[config.mk]
export PLATFORM = sky130hd
export DESIGN_NAME = sram_cycle_dec
export DESIGN_NICKNAME = d
export VERILOG_FILES = /design/src/rtl/sram_dec_pkg.sv /design/src/rtl/cyc_decode.sv /design/src/rtl/cyc_pipe.sv /design/src/rtl/bus_gate.sv /design/src/rtl/sram_cycle_dec.sv
export SDC_FILE = /design/constraint.sdc
export NUM_CORES = 1
export LEC_CHECK = 0
export BUFFER_PORTS_ARGS = -buffer_cell sky130_fd_sc_hd__buf_2
export CORE_AREA = 2 2 39 41
export CTS_CLUSTER_DIAMETER = 120
export DETAILED_ROUTE_END_ITERATION = 8
export DIE_AREA = 0 0 41 43
export PLACE_DENSITY = 0.66
export SYNTH_ARGS = -nofsm -noshare
export SYNTH_HDL_FRONTEND = slang
export SYNTH_SLANG_ARGS = --single-unit
export TNS_END_PERCENT = 50
[constraint.sdc]
create_clock -name clk -period 2.18 [get_ports clk]
set_clock_uncertainty 0.15 [all_clocks]
set_input_delay 0.218 -clock clk [delete_from_list [all_inputs] [get_ports clk]]
set_output_delay 0.218 -clock clk [all_outputs]
set_load 0.1 [all_outputs]
[src/rtl/sram_dec_pkg.sv]
package sram_dec_pkg;

  typedef enum logic [1:0] {
    OP_IDLE = 2'd0,
    OP_RD   = 2'd1,
    OP_WR   = 2'd2,
    OP_ABT  = 2'd3
  } op_e;

  // Classify one sampled control set; adv selects the continue path.
  function automatic op_e next_op(input logic adv, input logic sel_ok,
                                  input logic we_n, input logic any_byte,
                                  input op_e kind);
    if (adv) begin
      if (kind == OP_RD) return OP_RD;
      if (kind == OP_WR) return OP_WR;
      return OP_IDLE;
    end
    if (!sel_ok) return OP_IDLE;
    if (we_n) return OP_RD;
    if (any_byte) return OP_WR;
    return OP_ABT;
  endfunction

  // Burst kind remembered for continue cycles; aborts start nothing.
  function automatic op_e kind_of(input op_e op);
    if (op == OP_RD) return OP_RD;
    if (op == OP_WR) return OP_WR;
    return OP_IDLE;
  endfunction

endpackage

[src/rtl/cyc_decode.sv]
module cyc_decode
  import sram_dec_pkg::*;
#(
  parameter int CS_W  = 3,
  parameter int BYTES = 2
) (
  input  logic [CS_W-1:0]  cs_n,
  input  logic             adv_ld,
  input  logic             we_n,
  input  logic [BYTES-1:0] bs_n,
  input  logic             cen_n,
  input  op_e              kind,
  output op_e              op,
  output logic             load,
  output logic             step,
  output logic [BYTES-1:0] be
);

  logic sel_ok;
  logic any_byte;

  assign sel_ok   = ~|cs_n;
  assign any_byte = ~&bs_n;

  always_comb begin
    if (cen_n) op = OP_IDLE;
    else       op = next_op(adv_ld, sel_ok, we_n, any_byte, kind);
  end

  assign load = !cen_n && !adv_ld && (op == OP_RD || op == OP_WR);
  assign step = !cen_n && adv_ld && (kind != OP_IDLE);
  assign be   = (op == OP_WR) ? ~bs_n : '0;

endmodule

[src/rtl/cyc_pipe.sv]
module cyc_pipe
  import sram_dec_pkg::*;
#(
  parameter int BYTES = 2,
  parameter int LAT   = 2
) (
  input  logic             clk,
  input  logic             rst_n,
  input  logic             adv,
  input  logic             adv_ld,
  input  op_e              in_op,
  input  logic [BYTES-1:0] in_be,
  output op_e              kind,
  output op_e              ph_op,
  output logic [BYTES-1:0] ph_be
);

  localparam int LAST = LAT - 1;

  op_e              st_op [LAT];
  logic [BYTES-1:0] st_be [LAT];

  always_ff @(posedge clk or negedge rst_n) begin
    if (!rst_n) begin
      for (int i = 0; i < LAT; i++) begin
        st_op[i] <= OP_IDLE;
        st_be[i] <= '0;
      end
    end else if (adv) begin
      st_op[0] <= in_op;
      st_be[0] <= in_be;
      for (int i = 1; i < LAT; i++) begin
        st_op[i] <= st_op[i-1];
        st_be[i] <= st_be[i-1];
      end
    end
  end

  always_ff @(posedge clk or negedge rst_n) begin
    if (!rst_n)                kind <= OP_IDLE;
    else if (adv && !adv_ld)   kind <= kind_of(in_op);
  end

  assign ph_op = st_op[LAST];
  assign ph_be = st_be[LAST];

  // a wait state freezes the data phase and the burst kind
  assert_stall_hold_R7: assert property (@(posedge clk) disable iff (!rst_n)
    !adv |=> ($stable(ph_op) && $stable(kind)));

  generate
    if (LAT >= 2) begin : g_lat_chk
      // the data phase receives the stage ahead of it on each advance
      assert_phase_shift_R10: assert property (@(posedge clk) disable iff (!rst_n)
        adv |=> (ph_op == $past(st_op[LAT-2])));
    end
  endgenerate

endmodule

[src/rtl/bus_gate.sv]
module bus_gate
  import sram_dec_pkg::*;
#(
  parameter int BYTES = 2
) (
  input  op_e              ph_op,
  input  logic [BYTES-1:0] ph_be,
  input  logic             oe_n,
  input  logic             cen_n,
  output logic             dq_oe,
  output logic [BYTES-1:0] arr_be
);

  logic ph_is_rd;
  logic ph_is_wr;

  assign ph_is_rd = (ph_op == OP_RD);
  assign ph_is_wr = (ph_op == OP_WR);

  assign dq_oe  = ph_is_rd && !oe_n;
  assign arr_be = (ph_is_wr && !cen_n) ? ph_be : '0;

endmodule

[src/rtl/sram_cycle_dec.sv]
module sram_cycle_dec
  import sram_dec_pkg::*;
#(
  parameter int CS_W  = 3,
  parameter int BYTES = 2,
  parameter int LAT   = 2
) (
  input  logic             clk,
  input  logic             rst_n,
  input  logic [CS_W-1:0]  cs_n,
  input  logic             adv_ld,
  input  logic             we_n,
  input  logic [BYTES-1:0] bs_n,
  input  logic             oe_n,
  input  logic             cen_n,
  output logic [1:0]       cyc_op,
  output logic             burst_load,
  output logic             burst_step,
  output logic [1:0]       phase_op,
  output logic [BYTES-1:0] arr_be,
  output logic             dq_oe
);

  op_e              dec_op;
  op_e              burst_kind;
  op_e              ph_op;
  logic [BYTES-1:0] dec_be;
  logic [BYTES-1:0] ph_be;
  logic             advance;

  assign advance = !cen_n;

  cyc_decode #(.CS_W(CS_W), .BYTES(BYTES)) u_decode (
    .cs_n   (cs_n),
    .adv_ld (adv_ld),
    .we_n   (we_n),
    .bs_n   (bs_n),
    .cen_n  (cen_n),
    .kind   (burst_kind),
    .op     (dec_op),
    .load   (burst_load),
    .step   (burst_step),
    .be     (dec_be)
  );

  cyc_pipe #(.BYTES(BYTES), .LAT(LAT)) u_pipe (
    .clk    (clk),
    .rst_n  (rst_n),
    .adv    (advance),
    .adv_ld (adv_ld),
    .in_op  (dec_op),
    .in_be  (dec_be),
    .kind   (burst_kind),
    .ph_op  (ph_op),
    .ph_be  (ph_be)
  );

  bus_gate #(.BYTES(BYTES)) u_gate (
    .ph_op  (ph_op),
    .ph_be  (ph_be),
    .oe_n   (oe_n),
    .cen_n  (cen_n),
    .dq_oe  (dq_oe),
    .arr_be (arr_be)
  );

  assign cyc_op   = dec_op;
  assign phase_op = ph_op;

  // a begin cycle without every select active loads nothing
  assert_desel_no_load_R1: assert property (@(posedge clk) disable iff (!rst_n)
    (!cen_n && !adv_ld && (|cs_n)) |-> (!burst_load && cyc_op == 2'd0));

  // continuing after an idle or abort stays idle
  assert_idle_continue_R2: assert property (@(posedge clk) disable iff (!rst_n)
    (!cen_n && adv_ld && burst_kind == OP_IDLE) |-> (cyc_op == 2'd0 && !burst_step));

  // load and step never pulse together
  assert_load_step_excl_R2: assert property (@(posedge clk) disable iff (!rst_n)
    !(burst_load && burst_step));

  // an aborted write reaches its data phase without strobes
  assert_abort_no_strobe_R4: assert property (@(posedge clk) disable iff (!rst_n)
    (phase_op == 2'd3) |-> (arr_be == '0));

  // the bus is never driven during a write data phase
  assert_write_tristate_R5: assert property (@(posedge clk) disable iff (!rst_n)
    (phase_op == 2'd2) |-> !dq_oe);

  // a wait state fires no strobes and no sequencer pulses
  assert_wait_quiet_R7: assert property (@(posedge clk) disable iff (!rst_n)
    cen_n |-> (arr_be == '0 && !burst_load && !burst_step));

endmodule

==> results.py <==
metrics = {
    "run_status": {
        "outcome": "completed",
    },
    "floorplan": {
        "start_util": 0.399,
        "dieHeight_um": 43,
        "core_area_um2": 1380,
        "chipWidth_um": 41,
        "dieArea_um2": 1760,
        "num_io_pins": 20,
        "rows": 14,
    },
    "place": {
        "placed_cells": 78,
        "port_buffers": 19,
        "hpwlAfterDp_um": 803,
        "place_area_um2": 674,
        "place.gp.congestion": 0.701,
    },
    "sta": {
        "slew_headroom": 0.678,
        "tns_ps": 0,
        "maxSlewViolCount": 0,
        "max_freq_mhz": 460,
        "worst_slew_pin_slew_ps": 487,
        "fin_crit_sh": 0.998,
        "fin_crit_ps": 2180,
        "grt_setup_unrepaired": "true",
        "setup_viol": 0,
        "final-hold-violation-count": 0,
    },
    "critical_path": {
        "r2r-start": "u_pipe.kind[0]$_DFFE_PN0P_",
        "endpoint_kind": "output port",
        "crit_type": "register to output port",
        "crit_fanout": 4,
        "worstPathCellList": "and4bb_2 > or2_4 > ha_4 > nor3_4 > buf_12",
        "r2r_slack_ps": 410,
        "r2r_end": "u_pipe.kind[0]$_DFFE_PN0P_",
        "critPathTopFamily": "simple AND/OR/NAND/NOR gates",
        "worstPathRequired_ps": 1810,
        "worstSetupStartpointType": "register",
        "slowest_delay_ps": 410,
        "arrival_ps": 1810,
        "worstRegToRegCells": 6,
        "worst-path-buf-inv": 1,
        "slowest_stage": "dfrtp_1",
    },
    "cells_and_area": {
        "multiInputGateArea_um2": 310,
        "finalNetCount": 84,
        "area_delta_synth_final_pct": 36.3,
        "drive_above_1_share": 0.603,
        "fin_area_um2": 752,
        "n_fill_cell": 140,
        "final_cells": 84,
        "diodes": 0,
        "register_area_um2": 250,
    },
    "synth": {
        "yosys_register_bits": 10,
        "synth_top_cell_by_area": "dfrtp_1",
        "syn_nets": 60,
        "ys_top_cells_by_area": "dfrtp_1 (45%), mux2_2 (12%), and4bb_2 (6.8%)",
        "ys_types": 20,
        "synth_top_area_frac": 0.454,
        "ys_seq_area_frac": 0.454,
        "synthCells": 46,
        "synth_area_um2": 552,
        "yosys_warnings": 0,
        "avgSynthCellArea_um2": 12.0,
    },
    "hold_path": {
        "min_to": "u_pipe.st_be[3]$_DFFE_PN0N_",
        "worstHoldPathType": "input pin to register",
        "hold_start": "bs_n[1]",
        "worstHoldPathCells": 3,
    },
    "cts": {
        "cts_root_buf": "clkbuf_4",
        "numCtsBuffers": 3,
        "clock_sink_count": 10,
        "clk_pin_slew_ps": 60,
        "clk_path_buf_depth": 2,
        "cts_tree": "done",
        "clkLatencyLatePin_ps": 260,
        "ctsHtreeMaxLevel": 1,
    },
    "routing": {
        "drt-met1-wl_um": 484,
        "viasPerCell": 5.11,
        "dr_wl_met2_um": 593,
        "ant_nets": 0,
        "route.vias.total": 429,
        "first_iter_violations": 2,
        "wl_met3_um": 80,
        "firstDrtPassIters": 4,
        "drt-total-wl_um": 1170,
        "drc": 0,
        "routedWlPerCell_um": 13.9,
        "routed.top_layer": "met4",
    },
    "grt": {
        "grt_pass1_vias": 426,
        "track_usage": 0.160,
        "overflow": 0,
        "grt_first_pass_wirelength_um": 1810,
        "grt_start_max_net_pins": 13,
        "antenna_found_initial": 0,
    },
    "power_and_ir_drop": {
        "vdd_drop_max_v": 0.000358,
        "leakage_nw": 0.401,
        "powerDensity_nw_per_um2": 519,
    },
    "job": {
        "drv_cap": 0,
    },
}
-- power breakdown --
part | switching, W | internal [W] | total, W
combinational | 0.0000483 | 0.0000254 | 0.0000737
sequential | 0.00000399 | 0.000190 | 0.000194
clock | 0.0000583 | 0.0000636 | 0.000122
total | 0.000111 | 0.000279 | 0.000390
-- area by class of cell --
type / count / area share
inverter: 1 / 0.00499
timing repair buffer: 23 / 0.193
clock buffer: 3 / 0.0300
sequential: 10 / 0.333
tap: 16 / 0.0266
multi-input combinational: 31 / 0.413
-- logic make-up after synthesis --
logic type | after synthesis | share of synthesized area
AOI/OAI and AO/OA | 5 | 0.0726
adders and majority gates | 3 | 0.0680
buffers and inverters | 5 | 0.0635
DFF | 10 | 0.454
muxes | 6 | 0.122
and+or+nand+nor | 17 | 0.220
-- per-stage QoR --
stage | worst slack [ps] | power (W) | hold WS (ps) | utilization
3_5_place_dp | 191 | 0.000267 | -57.5 | 0.487
4_1_cts | 6.02 | 0.000395 | 129 | 0.542
3_3_place_gp | 228 | 0.000265 | -61.6 | 0.487
5_1_grt | -42.9 | 0.000412 | 142 | 0.543
6_report | 3.98 | 0.000390 | 133 | 0.543
2_1_floorplan | -799 | 0.000248 | -228 | -
-- tightest hold or removal path: stages --
cell and delay (ps):
buf_2 90, nor2_1 30, a22o_1 160
-- cells in the final DEF (no fill, tap or decap) --
cell type,Yosys,routed
buf_2,1,17
or2_4,0,1
clkbuf_4,0,4
ha_1,3,2
nor3b_2,0,1
a211o_1,1,1
dlygate4sd3_1,0,1
nor2_4,1,1
ha_4,0,1
buf_4,2,3
inv_1,1,1
a22o_1,2,2
mux2_2,6,6
nor2_1,4,4
nand2_1,2,2
buf_12,0,1
a21o_1,1,1
nor3b_1,2,1
and3b_1,1,1
nor3_1,2,1
dfrtp_1,10,10
nor4bb_2,0,1
nor3_4,0,1
a31oi_2,0,1
and4bb_2,3,3
-- metal layers --
layer / up-vias / track usage
met5: - / 0
met4: 0 / 0.0600
met3: 2 / 0.0628
met2: 16 / 0.250
met1: 202 / 0.190
li1: 209 / -
-- synthesized netlist by cell type --
cell type   n
a21o_1      1
or2_1       1
nor2_4      1
inv_1       1
nor3_1      2
a31oi_1     1
ha_1        3
buf_2       1
a211o_1     1
and3b_1     1
buf_4       2
dfrtp_1    10
nor4bb_1    1
nor3b_1     2
mux2_2      6
nand2_1     2
and4bb_2    3
a22o_1      2
buf_6       1
nor2_1      4
-- worst max path at each step --
stage / startpoint / endpoint / slack, ps / cells past startpoint
after detailed placement: u_pipe.kind[1]$_DFFE_PN0P_ / burst_load / 190 / 5
after floorplan: u_pipe.ph_op[1]$_DFFE_PN0N_ / dq_oe / -800 / 1
after global placement: adv_ld / burst_load / 230 / 6
after global routing: u_pipe.kind[1]$_DFFE_PN0P_ / burst_load / -40 / 5
final: u_pipe.kind[1]$_DFFE_PN0P_ / burst_load / 4 / 5
after CTS: u_pipe.kind[1]$_DFFE_PN0P_ / burst_load / 6 / 5
-- sequential cells by signal (all words and copies together), names as in the netlist --
signal,flops
u_pipe.ph_be,2
u_pipe.kind,2
u_pipe.st_op,2
u_pipe.st_be,2
u_pipe.ph_op,2
-- what timing repair did --
action,4_1_cts,5_1_grt
resized for setup,4,1
hold endpoints to repair,10,0
hold buffers,1,0
pin swaps,3,0
buffers inserted,2,0
endpoints found under the setup margin,1,2
Power figures use the tool's default switching activity.
